File: config.mk
export PLATFORM = sky130hd
export DESIGN_NAME = i2c_reg_port
export DESIGN_NICKNAME = d
export VERILOG_FILES = /design/src/rtl/i2c_reg_pkg.sv /design/src/rtl/i2c_sync.sv /design/src/rtl/i2c_bus_cond.sv /design/src/rtl/i2c_reg_file.sv /design/src/rtl/i2c_reg_port.sv
export SDC_FILE = /design/constraint.sdc
export NUM_CORES = 1
export LEC_CHECK = 0
export ABC_AREA = 1
export ABC_CLOCK_PERIOD_IN_PS = 7000
export BUFFER_PORTS_ARGS = -buffer_cell sky130_fd_sc_hd__buf_2
export CORE_MARGIN = 5
export CORE_UTILIZATION = 45
export CTS_CLUSTER_DIAMETER = 40
export DETAILED_ROUTE_END_ITERATION = 10
export HOLD_SLACK_MARGIN = 0.03
export PLACE_DENSITY = 0.67
export SETUP_SLACK_MARGIN = 0.1
export SLEW_MARGIN = 20
export SYNTH_ARGS = -nofsm -noshare
export SYNTH_HDL_FRONTEND = slang
export SYNTH_HIERARCHICAL = 1
export SYNTH_SLANG_ARGS = --single-unit
File: constraint.sdc
create_clock -name clk_i -period 7 [get_ports clk_i]
set_clock_uncertainty 0.2 [all_clocks]
set_input_delay 0.35 -clock clk_i [delete_from_list [all_inputs] [get_ports clk_i]]
set_output_delay 0.35 -clock clk_i [all_outputs]
set_load 0.03 [all_outputs]
File: src/rtl/i2c_reg_pkg.sv
package i2c_reg_pkg;
  localparam int unsigned BYTE_W = 8;

  typedef enum logic [3:0] {
    ST_IDLE,
    ST_ADDR,
    ST_ADDR_ACK,
    ST_PTR,
    ST_WDATA,
    ST_W_ACK,
    ST_RDATA,
    ST_RACK,
    ST_IGNORE
  } port_state_e;
endpackage

File: src/rtl/i2c_sync.sv
module i2c_sync #(
  parameter int unsigned WIDTH  = 2,
  parameter int unsigned STAGES = 2
) (
  input  logic             clk_i,
  input  logic             rst_ni,
  input  logic [WIDTH-1:0] d_i,
  output logic [WIDTH-1:0] q_o
);
  logic [WIDTH-1:0] stage_q [STAGES];

  for (genvar g = 0; g < STAGES; g++) begin : g_stage
    if (g == 0) begin : g_first
      always_ff @(posedge clk_i or negedge rst_ni) begin
        if (!rst_ni) stage_q[g] <= '1;
        else         stage_q[g] <= d_i;
      end
    end else begin : g_next
      always_ff @(posedge clk_i or negedge rst_ni) begin
        if (!rst_ni) stage_q[g] <= '1;
        else         stage_q[g] <= stage_q[g-1];
      end
    end
  end

  assign q_o = stage_q[STAGES-1];
endmodule

File: src/rtl/i2c_bus_cond.sv
module i2c_bus_cond (
  input  logic clk_i,
  input  logic rst_ni,
  input  logic scl_s_i,
  input  logic sda_s_i,
  output logic scl_rise_o,
  output logic scl_fall_o,
  output logic start_o,
  output logic stop_o
);
  logic scl_q, sda_q;

  always_ff @(posedge clk_i or negedge rst_ni) begin
    if (!rst_ni) begin
      scl_q <= 1'b1;
      sda_q <= 1'b1;
    end else begin
      scl_q <= scl_s_i;
      sda_q <= sda_s_i;
    end
  end

  assign scl_rise_o = scl_s_i & ~scl_q;
  assign scl_fall_o = ~scl_s_i & scl_q;
  // SDA edges while SCL is held high
  assign start_o    = scl_s_i & scl_q & sda_q & ~sda_s_i;
  assign stop_o     = scl_s_i & scl_q & ~sda_q & sda_s_i;
endmodule

File: src/rtl/i2c_reg_file.sv
module i2c_reg_file #(
  parameter  int unsigned NREG  = 16,
  parameter  int unsigned DW    = 8,
  localparam int unsigned IDX_W = $clog2(NREG)
) (
  input  logic               clk_i,
  input  logic               rst_ni,
  input  logic               we_i,
  input  logic [IDX_W-1:0]   widx_i,
  input  logic [DW-1:0]      wdata_i,
  input  logic [IDX_W-1:0]   ridx_i,
  output logic [DW-1:0]      rdata_o,
  output logic [NREG*DW-1:0] bank_o
);
  logic [DW-1:0] regs_q [NREG];

  for (genvar g = 0; g < NREG; g++) begin : g_reg
    always_ff @(posedge clk_i or negedge rst_ni) begin
      if (!rst_ni)                                   regs_q[g] <= '0;
      else if (we_i && (widx_i == IDX_W'(g)))        regs_q[g] <= wdata_i;
    end
    assign bank_o[g*DW +: DW] = regs_q[g];
  end

  assign rdata_o = regs_q[ridx_i];
endmodule

File: src/rtl/i2c_reg_port.sv
module i2c_reg_port
  import i2c_reg_pkg::*;
#(
  parameter  int unsigned NREG        = 16,
  parameter  logic [5:0]  ADDR_HI     = 6'b001000,
  parameter  int unsigned SYNC_STAGES = 2,
  localparam int unsigned DW          = BYTE_W,
  localparam int unsigned IDX_W       = $clog2(NREG),
  localparam int unsigned CNT_W       = $clog2(DW + 1)
) (
  input  logic               clk_i,
  input  logic               rst_ni,
  input  logic               scl_i,
  input  logic               sda_i,
  output logic               sda_oe_o,
  input  logic               addr_lsb_i,
  output logic [NREG*DW-1:0] reg_bank_o
);
  logic             scl_s, sda_s;
  logic             scl_rise, scl_fall, bus_start, bus_stop;
  port_state_e      state_q;
  logic [CNT_W-1:0] bit_cnt_q;
  logic [DW-1:0]    shreg_q, tx_q, rd_data;
  logic             rw_q, mack_q, sda_oe_q;
  logic [IDX_W-1:0] ptr_idx_q;
  logic             ptr_inc_q;
  logic             byte_done, wr_en;

  i2c_sync #(.WIDTH(2), .STAGES(SYNC_STAGES)) u_sync (
    .clk_i  (clk_i),
    .rst_ni (rst_ni),
    .d_i    ({scl_i, sda_i}),
    .q_o    ({scl_s, sda_s})
  );

  i2c_bus_cond u_cond (
    .clk_i      (clk_i),
    .rst_ni     (rst_ni),
    .scl_s_i    (scl_s),
    .sda_s_i    (sda_s),
    .scl_rise_o (scl_rise),
    .scl_fall_o (scl_fall),
    .start_o    (bus_start),
    .stop_o     (bus_stop)
  );

  i2c_reg_file #(.NREG(NREG), .DW(DW)) u_regs (
    .clk_i   (clk_i),
    .rst_ni  (rst_ni),
    .we_i    (wr_en),
    .widx_i  (ptr_idx_q),
    .wdata_i (shreg_q),
    .ridx_i  (ptr_idx_q),
    .rdata_o (rd_data),
    .bank_o  (reg_bank_o)
  );

  assign byte_done = (bit_cnt_q == CNT_W'(DW));
  assign wr_en     = (state_q == ST_WDATA) && scl_fall && byte_done && !bus_start && !bus_stop;

  always_ff @(posedge clk_i or negedge rst_ni) begin
    if (!rst_ni) begin
      state_q   <= ST_IDLE;
      bit_cnt_q <= '0;
      shreg_q   <= '0;
      tx_q      <= '0;
      rw_q      <= 1'b0;
      mack_q    <= 1'b0;
      sda_oe_q  <= 1'b0;
      ptr_idx_q <= '0;
      ptr_inc_q <= 1'b0;
    end else if (bus_stop) begin
      state_q  <= ST_IDLE;
      sda_oe_q <= 1'b0;
    end else if (bus_start) begin
      state_q   <= ST_ADDR;
      bit_cnt_q <= '0;
      sda_oe_q  <= 1'b0;
    end else begin
      if (scl_rise) begin
        unique case (state_q)
          ST_ADDR, ST_PTR, ST_WDATA: begin
            shreg_q   <= {shreg_q[DW-2:0], sda_s};
            bit_cnt_q <= bit_cnt_q + 1'b1;
          end
          ST_RDATA: bit_cnt_q <= bit_cnt_q + 1'b1;
          ST_RACK:  mack_q    <= ~sda_s;
          default: ;
        endcase
      end
      if (scl_fall) begin
        unique case (state_q)
          ST_ADDR: if (byte_done) begin
            if (shreg_q[DW-1:1] == {ADDR_HI, addr_lsb_i}) begin
              sda_oe_q <= 1'b1;
              rw_q     <= shreg_q[0];
              state_q  <= ST_ADDR_ACK;
            end else begin
              state_q  <= ST_IGNORE;
            end
          end
          ST_ADDR_ACK: begin
            bit_cnt_q <= '0;
            if (rw_q) begin
              tx_q     <= rd_data;
              sda_oe_q <= ~rd_data[DW-1];
              state_q  <= ST_RDATA;
            end else begin
              sda_oe_q <= 1'b0;
              state_q  <= ST_PTR;
            end
          end
          ST_PTR: if (byte_done) begin
            ptr_inc_q <= shreg_q[DW-1];
            ptr_idx_q <= shreg_q[IDX_W-1:0];
            sda_oe_q  <= 1'b1;
            state_q   <= ST_W_ACK;
          end
          ST_WDATA: if (byte_done) begin
            if (ptr_inc_q) ptr_idx_q <= ptr_idx_q + 1'b1;
            sda_oe_q <= 1'b1;
            state_q  <= ST_W_ACK;
          end
          ST_W_ACK: begin
            sda_oe_q  <= 1'b0;
            bit_cnt_q <= '0;
            state_q   <= ST_WDATA;
          end
          ST_RDATA: begin
            if (byte_done) begin
              sda_oe_q <= 1'b0;
              if (ptr_inc_q) ptr_idx_q <= ptr_idx_q + 1'b1;
              state_q  <= ST_RACK;
            end else begin
              tx_q     <= {tx_q[DW-2:0], 1'b0};
              sda_oe_q <= ~tx_q[DW-2];
            end
          end
          ST_RACK: begin
            if (mack_q) begin
              tx_q      <= rd_data;
              sda_oe_q  <= ~rd_data[DW-1];
              bit_cnt_q <= '0;
              state_q   <= ST_RDATA;
            end else begin
              state_q   <= ST_IGNORE;
            end
          end
          default: ;
        endcase
      end
    end
  end

  assign sda_oe_o = sda_oe_q;
endmodule

==> flow_summary_export.csv <==
group,metric,value,unit
layout,fin_cells,1471,
logic_synthesis,ys.warnings.count,6,
setup_path,cp_data_arrival_time,3.54,ns
layout,nets,1232,
timing,drv_slew,0,
logic_synthesis,syn_inst,1118,
layout,drive_gt1_frac,0.168,
die,start_util,0.454,
route,wl_per_cell,16.5,um
place,port_buffers,133,
place,dp.cells,1436,
clocking,cts.clk_slew.worst_paths,0.07,ns
die,rows,50,
grt,first_global_vias,7111,
run,max-cap-violations,0,
clocking,htree_num_levels,4,
power,leakagePower,5.02,nW
grt,antenna_found_initial,0,
logic_synthesis,synth_area,8460,um^2
route,initialDrtViolationCount,668,
grt,grt-ovfl-total,0,
setup_path,cp_slowest_cell,"dfstp_2",
logic_synthesis,yosysSeqAreaShare,0.489,
die,die_y,147,um
route,drt_drc_violations_left,0,
layout,fill_cells,1779,
grt,grt_pass1_wl,38.6,mm
route,ant_nets,0,
setup_path,cpPeakStageDelay,0.56,ns
place,gp_congestion,0.910,
setup_path,cp_max_fo,16,
grt,grt_max_degree,107,
clocking,root_buffer,"clkbuf_16",
clocking,cts_buffers,17,
route,routed_wl,24.3,mm
layout,area_growth,15.4,%
timing,report.final.setup_viol,0,
timing,fmax,0.289,GHz
timing,tns,0,ns
timing,post-route-period-util,0.494,
route,drt_pre_antenna_iters,5,
clocking,cts_resized,0,
timing,final-hold-violation-count,0,
worst_hold_path,holdCritPathClass,"register to register",
clocking,cts_tree,"built",
clocking,clk_path_buf_depth,2,
clocking,clkSinkCount,165,
setup_path,startpoint_type,"register",
setup_path,cp-end-kind,"register",
layout,antenna_cells,0,
status,outcome,"finished, final reports clean",
timing,period_needed,3.46,ns
logic_synthesis,syn_avg_cell_area,7.57,um^2
timing,rsz0062_at_grt,"no",
clocking,clock_latency,0.43,ns
route,dr_total_vias,7638,
grt,grt_usage,0.223,
setup_path,required,7.08,ns
setup_path,crit_chain,"inv_1 -> nand2_1 -> nor2_1 -> nor2_2 -> nand2_1 -> nor2_1 -> inv_1 -> nor2_1 -> inv_1 -> nor3_2 -> nand2_1 -> nand2_1 -> o21ai_0",
place,dpl.hpwl,16.5,mm
power,vdd_ir_drop_max,0.186,mV
die,die_w,147,um
logic_synthesis,synthDistinctLibCells,37,
die,core-area,18600,um^2
timing,worstMarginPinSlew,0.981,ns
logic_synthesis,ys_ff_latch,165,
setup_path,path_class,"register to register",
route,viasPerCell,5.19,
logic_synthesis,syn_nets,1126,
die,dieArea,21700,um^2
setup_path,timing.critical_path.mode_cell,"nand2_1",
die,pin_count,134,
timing,relSlewSlack,0.346,
power,powerDensity,290,nW/um^2
==> state kept, by name (all words and copies together), names as in the netlist, 2 cells and up <==
register,flops
tx_q,7
ptr_idx_q,4
bit_cnt_q,4
u_sync/stage_q,2
shreg_q,8
state_q,4
u_sync/q_o,2
u_regs/bank_o,128
==> cell families (layout without fill, tap and decap cells) <==
logic type               after synthesis  in the layout  share of synthesized area
buffers and inverters                203            322                      0.106
flip-flops                           165            165                      0.489
AO/OA/AOI/OAI                        169            169                      0.105
AND/OR/NAND/NOR                      568            568                      0.284
adder cells (fa/ha/maj)                3              3                    0.00444
multiplexers                           6              6                    0.00710
XOR/XNOR                               4              4                    0.00414
==> cells in the mapped netlist <==
| library cell | instances | area [um^2] |
|---|---|---|
| nor2_4 | 3 | 33.8 |
| nor2_2 | 3 | 18.8 |
| nand2_1 | 396 | 1490 |
| nand2_4 | 2 | 22.5 |
| inv_1 | 145 | 544 |
| nor3_2 | 3 | 30.0 |
| nand4_1 | 2 | 12.5 |
| or2_1 | 1 | 6.26 |
| ha_1 | 3 | 37.5 |
| buf_2 | 12 | 60.1 |
| a21oi_2 | 1 | 8.76 |
| o211ai_1 | 3 | 22.5 |
| a21oi_1 | 7 | 35.0 |
| o21a_1 | 1 | 7.51 |
| nor2_1 | 30 | 113 |
| inv_2 | 4 | 15.0 |
| buf_1 | 1 | 3.75 |
| dfstp_2 | 6 | 158 |
| xor2_1 | 4 | 35.0 |
| nand3_2 | 2 | 20.0 |
| buf_4 | 3 | 22.5 |
| o22ai_1 | 1 | 6.26 |
| dfrtp_1 | 159 | 3980 |
| a31oi_1 | 7 | 43.8 |
| o21ai_4 | 1 | 16.3 |
| nand3b_1 | 1 | 7.51 |
| clkbuf_1 | 23 | 86.3 |
| o21ai_0 | 131 | 656 |
| buf_6 | 15 | 169 |
| o21ai_1 | 14 | 70.1 |
| or2_2 | 2 | 12.5 |
| nand3_1 | 115 | 576 |
| nor2_8 | 1 | 20.0 |
| o21ai_2 | 3 | 26.3 |
| nand2_2 | 6 | 37.5 |
| mux2i_1 | 6 | 60.1 |
| and2_1 | 1 | 6.26 |
==> through the flow <==
stage | utilization | hold slack, ns | setup WS (ns) | cell area (um^2) | power (W)
after floorplan | - | -0.146 | 4.45 | 8460 | 0.00161
after global placement | 0.490 | 0.146 | 3.75 | 9130 | 0.00185
after detailed placement | 0.490 | 0.147 | 3.64 | 9130 | 0.00186
after CTS | 0.524 | 0.157 | 3.61 | 9770 | 0.00284
after global routing | 0.524 | 0.160 | 3.26 | 9770 | 0.00297
final | 0.524 | 0.155 | 3.54 | 9770 | 0.00283
==> path summary, 6_finish.rpt <==
check / startpoint / cells after the start / to / slack (ns)
setup / recovery: u_sync/q_o[0]$_DFF_PN1_ / 13 / u_regs/bank_o[64]$_DFFE_PN0P_ / 3.54
hold / removal: u_sync/stage_q[3]$_DFF_PN1_ / 0 / u_sync/q_o[1]$_DFF_PN1_ / 0.15
setup reg to reg: u_sync/q_o[0]$_DFF_PN1_ / 13 / u_regs/bank_o[64]$_DFFE_PN0P_ / 3.54
hold reg to reg: u_sync/stage_q[3]$_DFF_PN1_ / 0 / u_sync/q_o[1]$_DFF_PN1_ / 0.15
max in group asynchronous: rst_ni / 3 / u_regs/bank_o[105]$_DFFE_PN0P_ / 4.89
min in group asynchronous: rst_ni / 2 / u_regs/bank_o[113]$_DFFE_PN0P_ / 0.40
==> placed cells by master (no fill, tap or decap), types with 2 or more instances in the layout <==
cell	count
ha_1	3
nand2_2	6
dfrtp_1	158
nor2_2	3
buf_2	132
a21oi_1	7
o21ai_1	14
nand4_1	2
clkbuf_16	17
nor2_4	3
a31oi_1	7
mux2i_1	6
dlygate4sd3_1	3
clkinvlp_4	5
o21ai_2	3
o21ai_0	131
nand3_1	115
nand2_1	396
buf_4	5
nand3_2	2
nand2_4	2
dfstp_2	6
xor2_1	4
inv_2	4
nor2_1	30
bufinv_16	3
inv_6	4
or2_2	2
clkinv_2	2
o211ai_1	3
nor3_2	3
inv_1	145
==> repair_timing <==
item,4_1_cts,5_1_grt
hold endpoints to repair,101,0
hold buffers,3,0
setup buffers,0,0
endpoints found under the setup margin,0,0
==> power by group <==
group	internal (W)	switching (W)	total, W
combinational	0.000198	0.000577	0.000775
clock	0.000574	0.000405	0.000979
sequential	0.00100	0.0000760	0.00108
total	0.00177	0.00106	0.00283
==> routing by layer <==
metal / part of all wire / GRT usage
met2: 0.44 / 0.341
met5: 0 / 0
met1: 0.45 / 0.319
met3: 0.087 / 0.0515
met4: 0.018 / 0.0648
==> final cells by class <==
cell class                      count  area, um^2  share of cell area
Clock buffer                       18         439              0.0450
Clock inverter                     14         173              0.0177
Inverter                          149         559              0.0573
Timing Repair Buffer              141         739              0.0757
Multi-Input combinational cell    750        3430               0.351
Tap cell                          234         293              0.0300
Sequential cell                   165        4140               0.424
==> critical path, delay by kind of cell (launching register included) <==
kind                   cells  cell delay, ns
AO/OA/AOI/OAI              1            0.09
flip-flops                 1            0.56
buffers and inverters      3            0.35
AND/OR/NAND/NOR            9            2.08
No activity file was read; power rests on OpenSTA's default activity.
